===== config.mk =====
export PLATFORM = sky130hd
export DESIGN_NAME = eeprom_wr_seq
export DESIGN_NICKNAME = d
export VERILOG_FILES = /design/src/rtl/eew_pkg.sv /design/src/rtl/eew_page_buf.sv /design/src/rtl/eew_ms_timer.sv /design/src/rtl/eeprom_wr_seq.sv
export SDC_FILE = /design/constraint.sdc
export NUM_CORES = 1
export LEC_CHECK = 0
export ABC_AREA = 1
export BUFFER_PORTS_ARGS = -buffer_cell sky130_fd_sc_hd__buf_2
export CELL_PAD_IN_SITES_DETAIL_PLACEMENT = 0
export CELL_PAD_IN_SITES_GLOBAL_PLACEMENT = 1
export CORE_MARGIN = 1
export CORE_UTILIZATION = 26
export CTS_CLUSTER_SIZE = 8
export DETAILED_ROUTE_END_ITERATION = 8
export MAX_ROUTING_LAYER = met4
export PLACE_DENSITY_LB_ADDON = 0.1
export SYNTH_ARGS = -nofsm -noshare
export SYNTH_HDL_FRONTEND = slang
export SYNTH_SLANG_ARGS = --single-unit

===== constraint.sdc =====
create_clock -name clk -period 2.1 [get_ports clk]
set_clock_uncertainty 0.2 [all_clocks]
set_input_delay 0.315 -clock clk [delete_from_list [all_inputs] [get_ports clk]]
set_output_delay 0.315 -clock clk [all_outputs]
set_load 0.1 [all_outputs]

===== src/rtl/eew_pkg.sv =====
package eew_pkg;
  typedef enum logic [2:0] {
    OP_INIT = 3'd0, OP_READ = 3'd1, OP_WBYTE = 3'd2, OP_PAGE = 3'd3, OP_PROT = 3'd4
  } op_e;

  typedef enum logic [2:0] {
    ERR_NONE = 3'd0, ERR_ADDR = 3'd1, ERR_LEN = 3'd2, ERR_NRDY = 3'd3, ERR_TMO = 3'd4
  } err_e;

  typedef enum logic [2:0] {
    T_RDSR, T_READ, T_PEEK, T_WREN, T_WRITE, T_PAGE, T_WRSR
  } txn_e;

  localparam logic [7:0] INS_READ  = 8'h03;
  localparam logic [7:0] INS_WRITE = 8'h02;
  localparam logic [7:0] INS_WREN  = 8'h06;
  localparam logic [7:0] INS_RDSR  = 8'h05;
  localparam logic [7:0] INS_WRSR  = 8'h01;
  localparam int HI_ADDR_POS = 3;
endpackage


===== src/rtl/eew_page_buf.sv =====
module eew_page_buf #(
  parameter int DEPTH = 16,
  parameter int W     = 8,
  localparam int AW   = $clog2(DEPTH)
) (
  input  logic          clk,
  input  logic          we,
  input  logic [AW-1:0] waddr,
  input  logic [W-1:0]  wdata,
  input  logic [AW-1:0] raddr,
  output logic [W-1:0]  rdata
);
  logic [W-1:0] mem [DEPTH];

  always_ff @(posedge clk) begin
    if (we) mem[waddr] <= wdata;
    rdata <= mem[raddr];
  end
endmodule


===== src/rtl/eew_ms_timer.sv =====
module eew_ms_timer #(
  parameter int CNT_W = 8
) (
  input  logic             clk,
  input  logic             rst,
  input  logic             load,
  input  logic [CNT_W-1:0] load_val,
  input  logic             tick,
  output logic             expired
);
  logic [CNT_W-1:0] cnt;
  logic             armed;

  always_ff @(posedge clk) begin
    if (rst) begin
      cnt     <= '0;
      armed   <= 1'b0;
      expired <= 1'b0;
    end else if (load) begin
      cnt     <= load_val;
      armed   <= (load_val != '0);
      expired <= (load_val == '0);
    end else if (armed && tick) begin
      cnt <= cnt - 1'b1;
      if (cnt == CNT_W'(1)) begin
        armed   <= 1'b0;
        expired <= 1'b1;
      end
    end
  end

  // expiry only follows a millisecond strobe (or a zero-length load)
  assert_expire_on_tick_R4: assert property (@(posedge clk) disable iff (rst)
    $rose(expired) |-> ($past(tick) || $past(load)));
endmodule


===== src/rtl/eeprom_wr_seq.sv =====
module eeprom_wr_seq
  import eew_pkg::*;
#(
  parameter int ADDR_W     = 9,
  parameter int LEN_W      = 8,
  parameter int PAGE_BYTES = 16,
  parameter int PROG_MS    = 5,
  parameter int POLL_MS    = 1,
  parameter int INIT_MS    = 1,
  parameter int POLL_MAX   = 64,
  parameter int TMR_W      = 8,
  localparam int PG_W      = $clog2(PAGE_BYTES),
  localparam int IDX_W     = LEN_W + 1,
  localparam int PC_W      = $clog2(POLL_MAX + 1)
) (
  input  logic              clk,
  input  logic              rst,
  input  logic              cmd_valid,
  input  logic [2:0]        cmd_op,
  input  logic [ADDR_W-1:0] cmd_addr,
  input  logic [LEN_W-1:0]  cmd_len,
  input  logic [7:0]        cmd_wdata,
  input  logic              fill_we,
  input  logic [PG_W-1:0]   fill_idx,
  input  logic [7:0]        fill_byte,
  input  logic              ms_tick,
  output logic              spi_cs,
  output logic              spi_start,
  output logic [7:0]        spi_tx,
  input  logic              spi_done,
  input  logic [7:0]        spi_rx,
  output logic              busy,
  output logic              done,
  output logic              err,
  output logic [2:0]        err_code,
  output logic              rd_valid,
  output logic [7:0]        rd_byte
);
  typedef enum logic [2:0] {S_IDLE, S_DELAY, S_OPEN, S_PREP, S_SEND, S_WAIT, S_NEXT} st_e;

  st_e               state;
  op_e               op_q;
  txn_e              kind;
  logic [ADDR_W-1:0] addr_q;
  logic [LEN_W-1:0]  len_q;
  logic [7:0]        wdata_q;
  logic [IDX_W-1:0]  idx, xlen, xlen_n;
  logic              stat_busy;
  logic [7:0]        peek_q;
  logic [PC_W-1:0]   poll_cnt;
  logic              tmr_load, tmr_exp;
  logic [TMR_W-1:0]  tmr_val;
  logic [PG_W-1:0]   buf_raddr;
  logic [7:0]        buf_q, tx_n, ins_n;

  assign buf_raddr = PG_W'(idx - IDX_W'(2));

  eew_page_buf #(.DEPTH(PAGE_BYTES), .W(8)) u_buf (
    .clk(clk), .we(fill_we), .waddr(fill_idx), .wdata(fill_byte),
    .raddr(buf_raddr), .rdata(buf_q));

  eew_ms_timer #(.CNT_W(TMR_W)) u_tmr (
    .clk(clk), .rst(rst), .load(tmr_load), .load_val(tmr_val),
    .tick(ms_tick), .expired(tmr_exp));

  // byte to send for the current transaction position
  always_comb begin
    unique case (kind)
      T_RDSR:         ins_n = INS_RDSR;
      T_WREN:         ins_n = INS_WREN;
      T_WRSR:         ins_n = INS_WRSR;
      T_READ, T_PEEK: ins_n = INS_READ  | (8'(addr_q[ADDR_W-1]) << HI_ADDR_POS);
      default:        ins_n = INS_WRITE | (8'(addr_q[ADDR_W-1]) << HI_ADDR_POS);
    endcase
    if (idx == '0)                            tx_n = ins_n;
    else if (idx == IDX_W'(1))                tx_n = (kind == T_WRSR) ? {4'b0, wdata_q[1:0], 2'b0} :
                                                     (kind == T_RDSR) ? 8'h00 : addr_q[7:0];
    else if (kind == T_WRITE)                 tx_n = wdata_q;
    else if (kind == T_PAGE)                  tx_n = buf_q;
    else                                      tx_n = 8'h00;
    unique case (kind)
      T_WREN:               xlen_n = IDX_W'(1);
      T_RDSR, T_WRSR:       xlen_n = IDX_W'(2);
      T_PEEK, T_WRITE:      xlen_n = IDX_W'(3);
      T_PAGE:               xlen_n = IDX_W'(PAGE_BYTES + 2);
      default:              xlen_n = {1'b0, len_q} + IDX_W'(2);
    endcase
  end

  always_ff @(posedge clk) begin
    if (rst) begin
      state <= S_IDLE; op_q <= OP_INIT; kind <= T_RDSR;
      addr_q <= '0; len_q <= '0; wdata_q <= '0;
      idx <= '0; xlen <= '0; stat_busy <= 1'b0; peek_q <= '0; poll_cnt <= '0;
      tmr_load <= 1'b0; tmr_val <= '0;
      spi_cs <= 1'b0; spi_start <= 1'b0; spi_tx <= '0;
      busy <= 1'b0; done <= 1'b0; err <= 1'b0; err_code <= ERR_NONE;
      rd_valid <= 1'b0; rd_byte <= '0;
    end else begin
      spi_start <= 1'b0; done <= 1'b0; err <= 1'b0;
      rd_valid <= 1'b0; tmr_load <= 1'b0;
      unique case (state)
        S_IDLE: if (cmd_valid) begin
          op_q <= op_e'(cmd_op); addr_q <= cmd_addr; len_q <= cmd_len;
          wdata_q <= cmd_wdata; poll_cnt <= '0; busy <= 1'b1;
          err_code <= ERR_NONE;
          unique case (cmd_op)
            OP_INIT: begin
              kind <= T_RDSR; tmr_load <= 1'b1; tmr_val <= TMR_W'(INIT_MS);
              state <= S_DELAY;
            end
            OP_READ: if (cmd_len == '0) begin
              busy <= 1'b0; err <= 1'b1; err_code <= ERR_LEN;
            end else begin
              kind <= T_READ; state <= S_OPEN;
            end
            OP_WBYTE: begin kind <= T_PEEK; state <= S_OPEN; end
            OP_PAGE: if (cmd_addr[PG_W-1:0] != '0) begin
              busy <= 1'b0; err <= 1'b1; err_code <= ERR_ADDR;
            end else if (cmd_len != LEN_W'(PAGE_BYTES)) begin
              busy <= 1'b0; err <= 1'b1; err_code <= ERR_LEN;
            end else begin
              kind <= T_WREN; state <= S_OPEN;
            end
            OP_PROT: begin kind <= T_WREN; state <= S_OPEN; end
            default: begin busy <= 1'b0; done <= 1'b1; end
          endcase
        end
        S_DELAY: if (!tmr_load && tmr_exp) state <= S_OPEN;
        S_OPEN: begin
          idx <= '0; xlen <= xlen_n; spi_cs <= 1'b1; state <= S_PREP;
        end
        S_PREP: state <= S_SEND;
        S_SEND: begin
          spi_start <= 1'b1; spi_tx <= tx_n; state <= S_WAIT;
        end
        S_WAIT: if (spi_done) begin
          if (kind == T_RDSR && idx == IDX_W'(1)) stat_busy <= spi_rx[0];
          if (kind == T_PEEK && idx == IDX_W'(2)) peek_q <= spi_rx;
          if (kind == T_READ && idx >= IDX_W'(2)) begin
            rd_valid <= 1'b1; rd_byte <= spi_rx;
          end
          if (idx == xlen - 1'b1) begin
            spi_cs <= 1'b0; state <= S_NEXT;
          end else begin
            idx <= idx + 1'b1; state <= S_PREP;
          end
        end
        S_NEXT: begin
          state <= S_IDLE;
          unique case (kind)
            T_RDSR: if (op_q == OP_INIT) begin
              busy <= 1'b0;
              if (stat_busy) begin err <= 1'b1; err_code <= ERR_NRDY; end
              else done <= 1'b1;
            end else if (!stat_busy) begin
              busy <= 1'b0; done <= 1'b1;
            end else if (poll_cnt == PC_W'(POLL_MAX - 1)) begin
              busy <= 1'b0; err <= 1'b1; err_code <= ERR_TMO;
            end else begin
              poll_cnt <= poll_cnt + 1'b1; tmr_load <= 1'b1;
              tmr_val <= TMR_W'(POLL_MS); state <= S_DELAY;
            end
            T_READ: begin busy <= 1'b0; done <= 1'b1; end
            T_PEEK: if (peek_q == wdata_q) begin
              busy <= 1'b0; done <= 1'b1;
            end else begin
              kind <= T_WREN; state <= S_OPEN;
            end
            T_WREN: begin
              kind  <= (op_q == OP_WBYTE) ? T_WRITE : (op_q == OP_PAGE) ? T_PAGE : T_WRSR;
              state <= S_OPEN;
            end
            default: begin
              kind <= T_RDSR; tmr_load <= 1'b1; tmr_val <= TMR_W'(PROG_MS);
              state <= S_DELAY;
            end
          endcase
        end
        default: state <= S_IDLE;
      endcase
    end
  end

  assert_start_in_cs_R1: assert property (@(posedge clk) disable iff (rst)
    spi_start |-> spi_cs);
  assert_delay_needs_expiry_R4: assert property (@(posedge clk) disable iff (rst)
    (state == S_OPEN && $past(state) == S_DELAY) |-> $past(tmr_exp));
  assert_err_has_code_R5: assert property (@(posedge clk) disable iff (rst)
    err |-> (err_code != ERR_NONE));
  assert_poll_bound_R8: assert property (@(posedge clk) disable iff (rst)
    poll_cnt < PC_W'(POLL_MAX));
  assert_pulse_excl_R9: assert property (@(posedge clk) disable iff (rst)
    !(done && err));
  assert_finish_drops_busy_R9: assert property (@(posedge clk) disable iff (rst)
    (done || err) |-> !busy);
  assert_cmd_held_R9: assert property (@(posedge clk) disable iff (rst)
    (busy && $past(busy)) |-> $stable(op_q) && $stable(addr_q));
endmodule


==> summary.txt <==
Floorplan
  • Die width: 205 µm
  • Io pins: 79
  • Die height: 205 µm
  • Die area: 42200 µm²
  • Core region area: 40800 µm²
  • Starting density of the core: 26.4%
  • Std cell rows: 74

Power and ir drop
  • Power per Cell Area: 878 nW/µm²
  • Sw Ratio: 26.9%
  • Combinational Power Share: 13.3%
  • Clock Power Share: 43.4%
  • VDD IR max: 0.598 mV
  • Leakage power: 5.40 nW
  • P_sw: 3.30 mW
  • Pint: 8.96 mW
  • Sequential power share: 43.3%

Setup path
  • Critical path's slowest cell: dfxtp_2
  • FF-to-FF Start: idx[1]
  • Critical path type: reg -> reg
  • Worst reg2reg path depth: 7
  • Critical Path RT: 2.27 ns
  • Arr. time, crit path: 2.16 ns
  • Cells along the critical path: inv_2 > ha_1 > inv_1 > buf_4 > o221ai_1 > nand3_1 > o21ai_0
  • Crit-path max cell delay: 0.38 ns
  • CP startpoint: idx[1]
  • Endpoint type of the worst setup path: flip-flop
  • CP Launch Type: flip-flop
  • Crit Path Max Fanout: 7

Detailed routing
  • Vias/cell: 4.59
  • Drt total wl: 34.6 mm
  • ANT nets after route: 0
  • DRC violations left: 0
  • DR iter-0 viols: 494
  • Detailed-route via count: 9060
  • Drt wl/cell: 17.5 µm
  • Router iterations before antenna repair: 4

Clock tree
  • Clock Latency Late Sink: 0.54 ns
  • CTS Buf Count: 36
  • Clock sinks: 242
  • CTS root buf: clkbuf_16
  • CTS tree: yes
  • Clock Pin Slew Worst Setup and Hold Paths: 0.05 ns
  • H-tree Lvls: 2
  • Clock Tree Buf Depth: 3

STA
  • Fmax: 0.503 GHz
  • Final min period: 1.99 ns
  • Slew margin rel.: 66.9%
  • Final WS setup: 0.114 ns
  • RSZ-0062 raised after global routing: yes
  • Setup_tns: 0 ns
  • Hold Fails Final Rpt: 0
  • Max Slew Vio Count: 0
  • WHS: 0.0625 ns
  • Tightest Pin Transition: 0.500 ns
  • Setup violators final: 0
  • Crit share post-route: 94.6%

Yosys
  • Yosys reg bits: 242
  • Async SR Flop Fraction: 0%
  • Mux contribution to synthesized area: 0%
  • Mapped Cells: 1221
  • Main flop type after synthesis: edfxtp_1
  • Syn_nets: 1286
  • Synth Area in Compound Gates: 15.2%
  • Library cells used by synthesis: 43
  • Simple-Gate Fraction of Synth Area: 19.4%
  • Main combinational cell family by area after synthesis: simple AND/OR/NAND/NOR gates
  • Synth Warn #: 0
  • Synthesized area: 10800 µm²
  • XOR/XNOR share of the synthesized area: 1.22%
  • Seq/Total Area, Yosys: 56.9%
  • Post-synthesis adder-cell area fraction: 1.28%
  • Post-synth EDFFs: 128
  • Synth Area per Inst: 8.82 µm²

Global routing
  • Largest net degree at the start of global routing: 48
  • Total congestion overflow: 0
  • First-pass GRT wire length: 54.1 mm
  • All-layer global routing usage: 17.5%
  • Number of global-route vias before repair: 9415
  • Initial antenna violation count: 0

Cells and area
  • Antenna cells: 0
  • Register Area: 6130 µm²
  • Final Non-Filler Cells: 1976
  • Nets: 1494
  • Area of the multi-input gates: 4100 µm²
  • Area grow syn2layout: 29.8%
  • Share of cells above drive strength 1: 19.3%
  • Fill cells: 4294

Flow run
  • Max Cap Viol: 0

Place
  • Pre-CTS setup slack: -0.0126 ns
  • PortBufs: 78
  • Detailed Place HPWL: 24.2 mm
  • Dpl cells: 1875
  • GP Congestion: 0.791

Worst hold path
  • Hold_sp: ms_tick
  • Worst Hold Class: in -> reg
  • Worst Hold Depth: 5

Outcome
  • Status: finished, final reports clean
power by group through the flow:
stage                     Clock [mW]  Sequential (mW)  Combinational (mW)
final                           5.32             5.31                1.63
after global routing            5.70             5.33                1.83
after CTS                       5.52             5.31                1.62
after detailed placement           0             5.40                1.55
after global placement             0             5.40                1.55
after floorplan                    0             5.43               0.832
metal layers:
layer,global-route usage (%),wire length [µm],up-vias
li1,-,-,4594
met1,22.1,16300,4252
met2,27.7,16000,156
met3,2.90,1200,58
met4,6.96,1070,0
met5,-,0,-
placed cells by master (no fill, tap or decap), drive strengths merged, types with 3 or more instances in the layout:
cell,Yosys,routed
a31oi,6,6
xor2,8,8
a21oi,78,78
nor4,3,3
nand2,187,187
o221ai,20,20
dlygate4sd3,0,45
clkbuf,38,50
xnor2,7,7
dfxtp,114,114
nand3,59,60
nor3,12,12
nand4,17,17
buf,13,175
o31ai,4,4
inv,116,119
o21ai,151,151
edfxtp,128,128
ha,11,11
o22ai,20,20
nor2,212,212
cell type report:
class | count | area share (%)
repair buffers | 220 | 11.7
multi-input cells | 812 | 29.3
clock inverters | 3 | 0.161
well taps | 532 | 4.76
clock buffers | 50 | 6.98
inverters | 117 | 3.14
flip-flops and latches | 242 | 43.9
state kept, by name, indices dropped and copies added, names as in the netlist, 2 cells and up:
signal       flops
addr_q           9
err_code         3
idx              9
kind             3
len_q            8
op_q             3
peek_q           8
poll_cnt         7
rd_byte          8
spi_tx           8
state            3
tmr_val          2
u_buf.mem      128
u_buf.rdata      8
u_tmr.cnt        8
wdata_q          8
xlen             9
cells in the mapped netlist, types with 2 or more instances:
cell type / n / share of area, %
a211oi_1: 2 / 0.14
a21oi_1: 71 / 3.3
a21oi_2: 7 / 0.57
a31oi_1: 6 / 0.35
buf_1: 3 / 0.10
buf_2: 9 / 0.42
clkbuf_1: 38 / 1.3
dfxtp_1: 114 / 21
edfxtp_1: 128 / 36
ha_1: 11 / 1.3
inv_1: 107 / 3.7
inv_2: 9 / 0.31
nand2_1: 183 / 6.4
nand2_2: 4 / 0.23
nand3_1: 55 / 2.6
nand3_2: 3 / 0.28
nand3b_1: 2 / 0.14
nand4_1: 17 / 0.99
nor2_1: 203 / 7.1
nor2_2: 7 / 0.41
nor2_4: 2 / 0.21
nor3_1: 11 / 0.51
nor3b_1: 2 / 0.14
nor4_1: 3 / 0.17
o211a_1: 2 / 0.19
o211ai_1: 2 / 0.14
o21ai_0: 149 / 6.9
o21ai_1: 2 / 0.093
o221ai_1: 20 / 1.6
o22ai_1: 20 / 1.2
o31ai_1: 4 / 0.28
xnor2_1: 7 / 0.57
xor2_1: 8 / 0.65
critical path, delay by kind of cell, from the launching register on:
kind	cells	cell delay [ns]
DFF	1	0.38
buffers and inverters	3	0.36
AOI/OAI and AO/OA	2	0.35
adders and majority gates	1	0.32
and+or+nand+nor	1	0.20
worst paths after layout:
| path | end | slack [ns] |
|---|---|---|
| max | u_buf.rdata[2] | 0.11 |
| min | u_tmr.cnt[1] | 0.06 |
| max reg2reg | u_buf.rdata[2] | 0.11 |
| min reg2reg | poll_cnt[4] | 0.25 |
stage by stage:
step | total power [mW] | utilization (%) | instance area (µm²)
after detailed placement | 6.95 | 30.3 | 12400
after CTS | 12.5 | 33.9 | 13800
after global routing | 12.9 | 34.2 | 14000
final | 12.3 | 34.2 | 14000
after global placement | 6.95 | 30.3 | 12400
after floorplan | 6.26 | - | 10800
repair_timing:
| action | in CTS | in global routing |
|---|---|---|
| hold buffers | 45 | 0 |
| endpoints found under the hold margin | 166 | 0 |
| pin swaps | 0 | 5 |
| setup buffers | 0 | 2 |
| resized for setup | 2 | 32 |
| setup endpoints to repair | 5 | 23 |
| cloned | 0 | 1 |
cell families (layout without fill, tap and decap cells):
family                     Yosys count  count (layout)
and+or+nand+nor                    495             496
AOI/OAI and AO/OA                  290             290
DFF                                242             242
buffers and inverters              168             390
xor gates and xnor gates            15              15
adders and majority gates           11              11
No activity file was read; power rests on OpenSTA's default activity.
